**src/rtl/dds_pkg.sv**
```systemverilog
package dds_pkg;
    // Number of cascaded delay stages fed by the select code
    localparam int DDS_STAGES = 3;
endpackage

```
**src/rtl/dds_tw_limit.sv**
```systemverilog
module dds_tw_limit #(
    parameter int TW_W   = 24,
    parameter int TW_MAX = 7500000
) (
    input  logic [TW_W-1:0] tw_in,
    output logic [TW_W-1:0] tw_out
);
    localparam logic [TW_W-1:0] LIMIT = TW_W'(TW_MAX);

    always_comb begin
        if (tw_in > LIMIT) tw_out = LIMIT;
        else               tw_out = tw_in;
    end
endmodule

```
**src/rtl/dds_phase_acc.sv**
```systemverilog
module dds_phase_acc #(
    parameter int ACC_W = 24
) (
    input  logic [ACC_W-1:0] acc_cur,
    input  logic [ACC_W-1:0] step,
    output logic [ACC_W-1:0] acc_nxt,
    output logic             wrap
);
    logic [ACC_W:0] sum;

    always_comb begin
        sum     = {1'b0, acc_cur} + {1'b0, step};
        acc_nxt = sum[ACC_W-1:0];
        wrap    = sum[ACC_W];
    end
endmodule

```
**src/rtl/dds_residue_quant.sv**
```systemverilog
module dds_residue_quant
    import dds_pkg::*;
#(
    parameter int ACC_W     = 24,
    parameter int NUM_STEPS = 114,
    parameter int SEL_W     = 3
) (
    input  logic [ACC_W-1:0]                residue,
    input  logic [ACC_W-1:0]                tw,
    output logic [DDS_STAGES-1:0][SEL_W-1:0] stage_sel
);
    localparam int CODE_W = DDS_STAGES * SEL_W;
    localparam int NUM_W  = ACC_W + CODE_W;

    logic [NUM_W-1:0]  rem;
    logic [NUM_W-1:0]  trial;
    logic [CODE_W-1:0] quo;

    // Restoring long division: residue < tw and NUM_STEPS <= 2^CODE_W,
    // so the quotient fits in CODE_W bits.
    always_comb begin
        rem = NUM_W'(residue) * NUM_W'(NUM_STEPS);
        quo = '0;
        for (int i = CODE_W - 1; i >= 0; i--) begin
            trial = NUM_W'(tw) << i;
            if (tw != '0 && rem >= trial) begin
                rem    = rem - trial;
                quo[i] = 1'b1;
            end
        end
    end

    // Coarsest stage takes the most significant field.
    for (genvar s = 0; s < DDS_STAGES; s++) begin : g_stage
        assign stage_sel[s] = quo[s*SEL_W +: SEL_W];
    end
endmodule

```
**src/rtl/dds_edge_gen.sv**
```systemverilog
module dds_edge_gen
    import dds_pkg::*;
#(
    parameter int ACC_W     = 24,
    parameter int TW_MAX    = 7500000,
    parameter int NUM_STEPS = 114,
    parameter int SEL_W     = 3,
    localparam int CODE_W   = DDS_STAGES * SEL_W
) (
    input  logic              clk,
    input  logic              rst_n,
    input  logic              en,
    input  logic [ACC_W-1:0]  tune_word,
    output logic              edge_stb,
    output logic [CODE_W-1:0] dly_code,
    output logic              out_lvl
);
    typedef struct packed {
        logic [ACC_W-1:0]  acc;
        logic [ACC_W-1:0]  tw;
        logic              lvl;
        logic              stb;
        logic [CODE_W-1:0] code;
    } state_t;

    state_t st_d, st_q;

    logic [ACC_W-1:0]                 tw_lim;
    logic [ACC_W-1:0]                 acc_nxt;
    logic                             wrap;
    logic [DDS_STAGES-1:0][SEL_W-1:0] stage_sel;
    logic [ACC_W-1:0]                 tw_act;

    dds_tw_limit #(.TW_W(ACC_W), .TW_MAX(TW_MAX)) u_limit (
        .tw_in  (tune_word),
        .tw_out (tw_lim)
    );

    dds_phase_acc #(.ACC_W(ACC_W)) u_acc (
        .acc_cur (st_q.acc),
        .step    (st_q.tw),
        .acc_nxt (acc_nxt),
        .wrap    (wrap)
    );

    dds_residue_quant #(.ACC_W(ACC_W), .NUM_STEPS(NUM_STEPS), .SEL_W(SEL_W)) u_quant (
        .residue   (acc_nxt),
        .tw        (st_q.tw),
        .stage_sel (stage_sel)
    );

    always_comb begin
        st_d     = st_q;
        st_d.stb = 1'b0;
        if (en) begin
            if (st_q.tw == '0) begin
                st_d.tw = tw_lim;
            end else begin
                st_d.acc = acc_nxt;
                if (wrap) begin
                    st_d.stb  = 1'b1;
                    st_d.lvl  = ~st_q.lvl;
                    st_d.code = stage_sel;
                    st_d.tw   = tw_lim;
                end
            end
        end
    end

    always_ff @(posedge clk or negedge rst_n) begin
        if (!rst_n) st_q <= '0;
        else        st_q <= st_d;
    end

    assign edge_stb = st_q.stb;
    assign dly_code = st_q.code;
    assign out_lvl  = st_q.lvl;
    assign tw_act   = st_q.tw;
endmodule

```
**config.mk**
```make
export PLATFORM = sky130hd
export DESIGN_NAME = dds_edge_gen
export DESIGN_NICKNAME = d
export VERILOG_FILES = /design/src/rtl/dds_pkg.sv /design/src/rtl/dds_tw_limit.sv /design/src/rtl/dds_phase_acc.sv /design/src/rtl/dds_residue_quant.sv /design/src/rtl/dds_edge_gen.sv
export SDC_FILE = /design/constraint.sdc
export NUM_CORES = 1
export LEC_CHECK = 0
export BUFFER_PORTS_ARGS = -buffer_cell sky130_fd_sc_hd__buf_2
export CAP_MARGIN = 20
export CORE_MARGIN = 4
export CORE_UTILIZATION = 45
export DETAILED_ROUTE_END_ITERATION = 16
export MAX_ROUTING_LAYER = met4
export PLACE_DENSITY_LB_ADDON = 0.05
export SYNTH_ARGS = -nofsm -noshare
export SYNTH_HDL_FRONTEND = slang
export SYNTH_HIERARCHICAL = 1
export SYNTH_SLANG_ARGS = --single-unit
```
**constraint.sdc**
```tcl
create_clock -name clk -period 41.3 [get_ports clk]
set_clock_uncertainty 0.2 [all_clocks]
set_input_delay 8.26 -clock clk [delete_from_list [all_inputs] [get_ports clk]]
set_output_delay 8.26 -clock clk [all_outputs]
set_load 0.01 [all_outputs]
```
# Word level (Yosys, flattened, before mapping)
# Cells that the tools add are included.
# Widths: inputs -> output; s select.
[word_totals]
wordCells = 64
input_bits = 27
register_bits = 59
output_inout_bits = 11
[op_classes]
n_lt_le_gt_ge = 10
bitwise_logic = 2
addsub = 9
mul = 1
reduce_logical = 15
muxes = 22
[ops]
columns = ["operator", "n"]
rows = [
  ["$mux 33", 8],
  ["$mux 24", 2],
  ["$mux 35", 1],
  ["$ge 33x24->1", 1],
  ["$ge 33x25->1", 1],
  ["$ge 33x26->1", 1],
  ["$ge 33x27->1", 1],
  ["$ge 33x28->1", 1],
  ["$ge 33x29->1", 1],
  ["$ge 33x30->1", 1],
  ["$ge 33x31->1", 1],
  ["$sub 31x32->33", 1],
  ["$sub 33x25->33", 1],
  ["$sub 33x26->33", 1],
  ["$sub 33x27->33", 1],
  ["$sub 33x28->33", 1],
  ["$sub 33x29->33", 1],
  ["$sub 33x30->33", 1],
  ["$sub 33x31->33", 1],
  ["$ge 31x32->1", 1],
  ["$mul 24x6->30 const B", 1],
  ["$add 24x24->25", 1],
  ["$gt 24x23->1 const B", 1],
  ["$logic_not 24->1", 1],
  ["8 further kinds", 27],
]

# Depth between registers and ports, before layout
[depth]
word_depth = 32
mapped_depth = 186
mapped_depth_nobuf = 174

# Modules after synthesis
# The synthesis kept the hierarchy.
[modules_own_cells]
columns = ["module", "cells_per_inst", "n_inst", "area_per_inst_um2", "seq_area_each_um2"]
rows = [
  ["dds_residue_quant", 2338, 1, 16443.3, 0.0],
  ["dds_edge_gen", 261, 1, 2805.2, 1476.4],
  ["dds_phase_acc", 178, 1, 1318.8, 0.0],
  ["dds_tw_limit", 44, 1, 345.3, 0.0],
]

# Least setup slack after synthesis
# No wires, ideal clock.
[synth_timing]
path_kind = "register to register"
from = "reg st_q (netlist bit tw_act[0])"
to = "reg st_q (netlist bit dly_code[0])"
path_slack_ns = 5.464
stages_incl_launch_ff = 180
arrival_time_ns = 35.511
n_path_buf = 16
setup_time_ns = 0.125
period_less_slack_ns = 35.836
required_time_ns = 40.975
cell_sequence = "dfrtp_1 -> ha_1 -> fa_1 -> a21o_1 -> a221oi_2 -> o21a_1 -> o21ai_1 -> xor2_1 -> inv_1 -> fa_1 -> inv_1 -> fa_1 -> ha_1 -> ha_1 -> and3_1 -> a31o_2 -> a21oi_1 -> nand2_1 -> [144 not listed] -> o21ai_0 -> nand2b_1 -> a21oi_1 -> nor2b_1 -> o21ai_0 -> nand2b_1 -> a21oi_1 -> o21ai_0 -> a21o_1 -> a21oi_1 -> o21ai_0 -> a21o_1 -> a21o_1 -> a221oi_1 -> nand2_1 -> a2111oi_2 -> a41oi_2 -> mux2_2"
[synth_rtl]
columns = ["item", "line", "source"]
rows = [
  ["start, declared", "dds_edge_gen.sv:26", "state_t st_d, st_q;"],
  ["start signal, assigned", "dds_edge_gen.sv:72", "else st_q <= st_d;"],
]

==> impl_results.md <==
* Outcome: complete, no violations
* Row cnt at 78
* Hpwl dp at 61140 um
* Initial antenna violation count at 0
* Iter 0 DRT Violations at 1582
* Number of flops mapped to enable cells by yosys at 0
* Period utilization at 0.9278
* CP Capture Type: register
* Relative slew margins at 0.2730
* Num CTS Buffers at 9
* Antenna cells at 0
* Die width at 223.6 um
* Hold path cells at 1
* Main synth FF type: dfrtp_1
* Initial Utilization at 0.4579
* Final WL at 75680 um
* Port Buffers at 37
* CP startpoint kind: register
* Wirelength per Cell at 22.05 um
* Syn_nets at 3197
* Vias in the first global route at 20290
* Max clock buf depth at 2
* R2R Setup Slk at 2.98 ns
* Critical path's slowest cell: o211ai_1
* # IOs at 38
* Final Hold Fails at 0
* Reg2Reg Depth at 158
* Min Hold Slack at 0.2735 ns
* Crit-path max FO at 39
* GR Overflow Total at 0
* Async SR Flop Fraction at 1.000
* Min Tclk post-route at 38.32 ns
* Root Driver: clkbuf_16
* TritonCTS clock tree: done
* Arrival @ worst endpoint at 38.35 ns
* GPL Wtd Cong at 0.9896
* Overall Global Routing Usage at 0.2977
* First-pass GRT wire length at 114400 um
* Syn. warnings at 6
* Max cap viols at 0
* Distinct cells, synth at 117
* H-tree levels at 3
* Skew-Pair Late Insertion Delay at 0.35 ns
* Clock sink count at 59
* Syn Area/Cell at 7.413 um2
* Slew Limit Fails at 0
* Max stage delay on crit path at 0.79 ns
* Share of layout cells above drive strength 1 at 0.09605
* Top cell type's share of synthesized area at 0.1777
* Core ar. at 45670 um2
* Final nets at 3203
* Slew @ Worst Pin at 1.088 ns
* Post-route ant nets at 0
* Sequential area share after synthesis at 0.07060
* Via count at 21260
* First-pass detailed-route iteration total at 6
* Largest net degree at the start of global routing at 67
* Worst hold path class: reg -> reg
* Top post-synthesis cells by count: 305 x a21oi_1, 297 x ha_1, 248 x nor2_1
* Finish-stage setup viols at 0
* Die area at 49990 um2
* Critical path data required time at 41.34 ns
* Most frequent cell after synthesis: a21oi_1
* Vias per Instance at 6.195
* Clock slew at reported path FFs at 0.07 ns
* Post-Route Setup TNS at 0 ns
* Fmax at 26.10 MHz
* Mapped Cells at 2821
* Number of remaining DRC errors at 0
* Largest cells by area after synthesis: ha_1 18%, a21oi_1 7.3%, dfrtp_1 7.1%, xnor2_1 5.4%, fa_1 5.0%
* WS Path Type: reg -> reg
* Synthesized flop and latch total at 59
* Die Y at 223.6 um
* Area Growth Syn to Fin at 6.258%
* Post-synth top area cell: ha_1
* Syn Std Cell Area at 20910 um2
[sequential cells by signal, summed over array words and instances (netlist names)]
| name | flops |
|---|---|
| st_q | 24 |
| dly_code | 9 |
| tw_act | 24 |
| out_lvl | 1 |
| edge_stb | 1 |
[path summary, 6_finish.rpt]
path | endpoint | from
setup / recovery | dly_code[0] | st_q[35]
hold / removal | out_lvl | out_lvl
setup reg to reg | dly_code[0] | st_q[35]
hold reg to reg | out_lvl | out_lvl
max in group asynchronous | dly_code[2] | rst_n
min in group asynchronous | tw_act[18] | rst_n
[what timing repair did]
| action | in CTS | in global routing |
|---|---|---|
| endpoints found under the setup margin | 0 | 1 |
| hold buffers | 0 | 0 |
| resized for setup | 0 | 26 |
| setup buffers | 0 | 5 |
[per-stage QoR]
step | util | instance area [um2] | worst slack, ns | instances
floorplan | - | 20910 | 5.464 | 2821
global placement | 0.4758 | 21730 | 2.196 | 3406
detailed placement | 0.4758 | 21730 | 1.706 | 3406
CTS | 0.4826 | 22040 | 1.552 | 3422
global route | 0.4865 | 22220 | -0.03288 | 3432
finish | 0.4865 | 22220 | 2.983 | 3432
[placed cells by master (no fill, tap or decap), drive strengths merged, types with 66 or more instances in the layout]
master,count
a21o,91
a21oi,311
buf,80
ha,297
inv,229
mux2,88
nand2,214
nand3,75
nor2,250
nor3,70
o21ai,171
xnor2,128
xor2,66
[cell families (layout without fill, tap and decap cells)]
kind of cell               count (synthesis)  after routing  share of synthesized area
adders and majority gates                349            349                     0.2275
other                                      1              1                  0.0001793
buffers and inverters                    314            324                    0.06115
muxes                                    113            113                    0.06294
and+or+nand+nor                          883            883                     0.2088
AOI/OAI and AO/OA                        908            909                     0.2869
DFF                                       59             59                    0.07060
xor gates and xnor gates                 194            194                    0.08197
[worst max-delay path: cells and delay by family, from the launching register on]
family                     cells  cell delay, ns
DFF                            1            0.38
and+or+nand+nor               36            6.48
xor gates and xnor gates       1            0.52
muxes                          6            1.97
adders and majority gates     15            5.38
buffers and inverters         12            2.58
AOI/OAI and AO/OA             88           20.56
[metal layers]
layer  track usage  vias to the layer above  share of wire
met4        0.1161                        0          0.046
met1        0.3688                    10180           0.43
met2        0.4931                      601           0.47
met3       0.04141                      157          0.058
li1              -                    10320              -
met5             -                        -              0
[layout make-up]
| cell class | instances | area [um2] |
|---|---|---|
| timing repair buffer | 81 | 521.8 |
| fill | 4679 | 23450 |
| tap | 600 | 750.7 |
| clock inverter | 7 | 82.58 |
| clock buffer | 9 | 225.2 |
| inverter | 226 | 854.6 |
| multi-input combinational | 2449 | 18300 |
| timing repair inverter | 1 | 7.507 |
| sequential | 59 | 1476 |
Power is not shown: default switching activity piles up to over one toggle a cycle in this logic, so the estimate is an artifact.
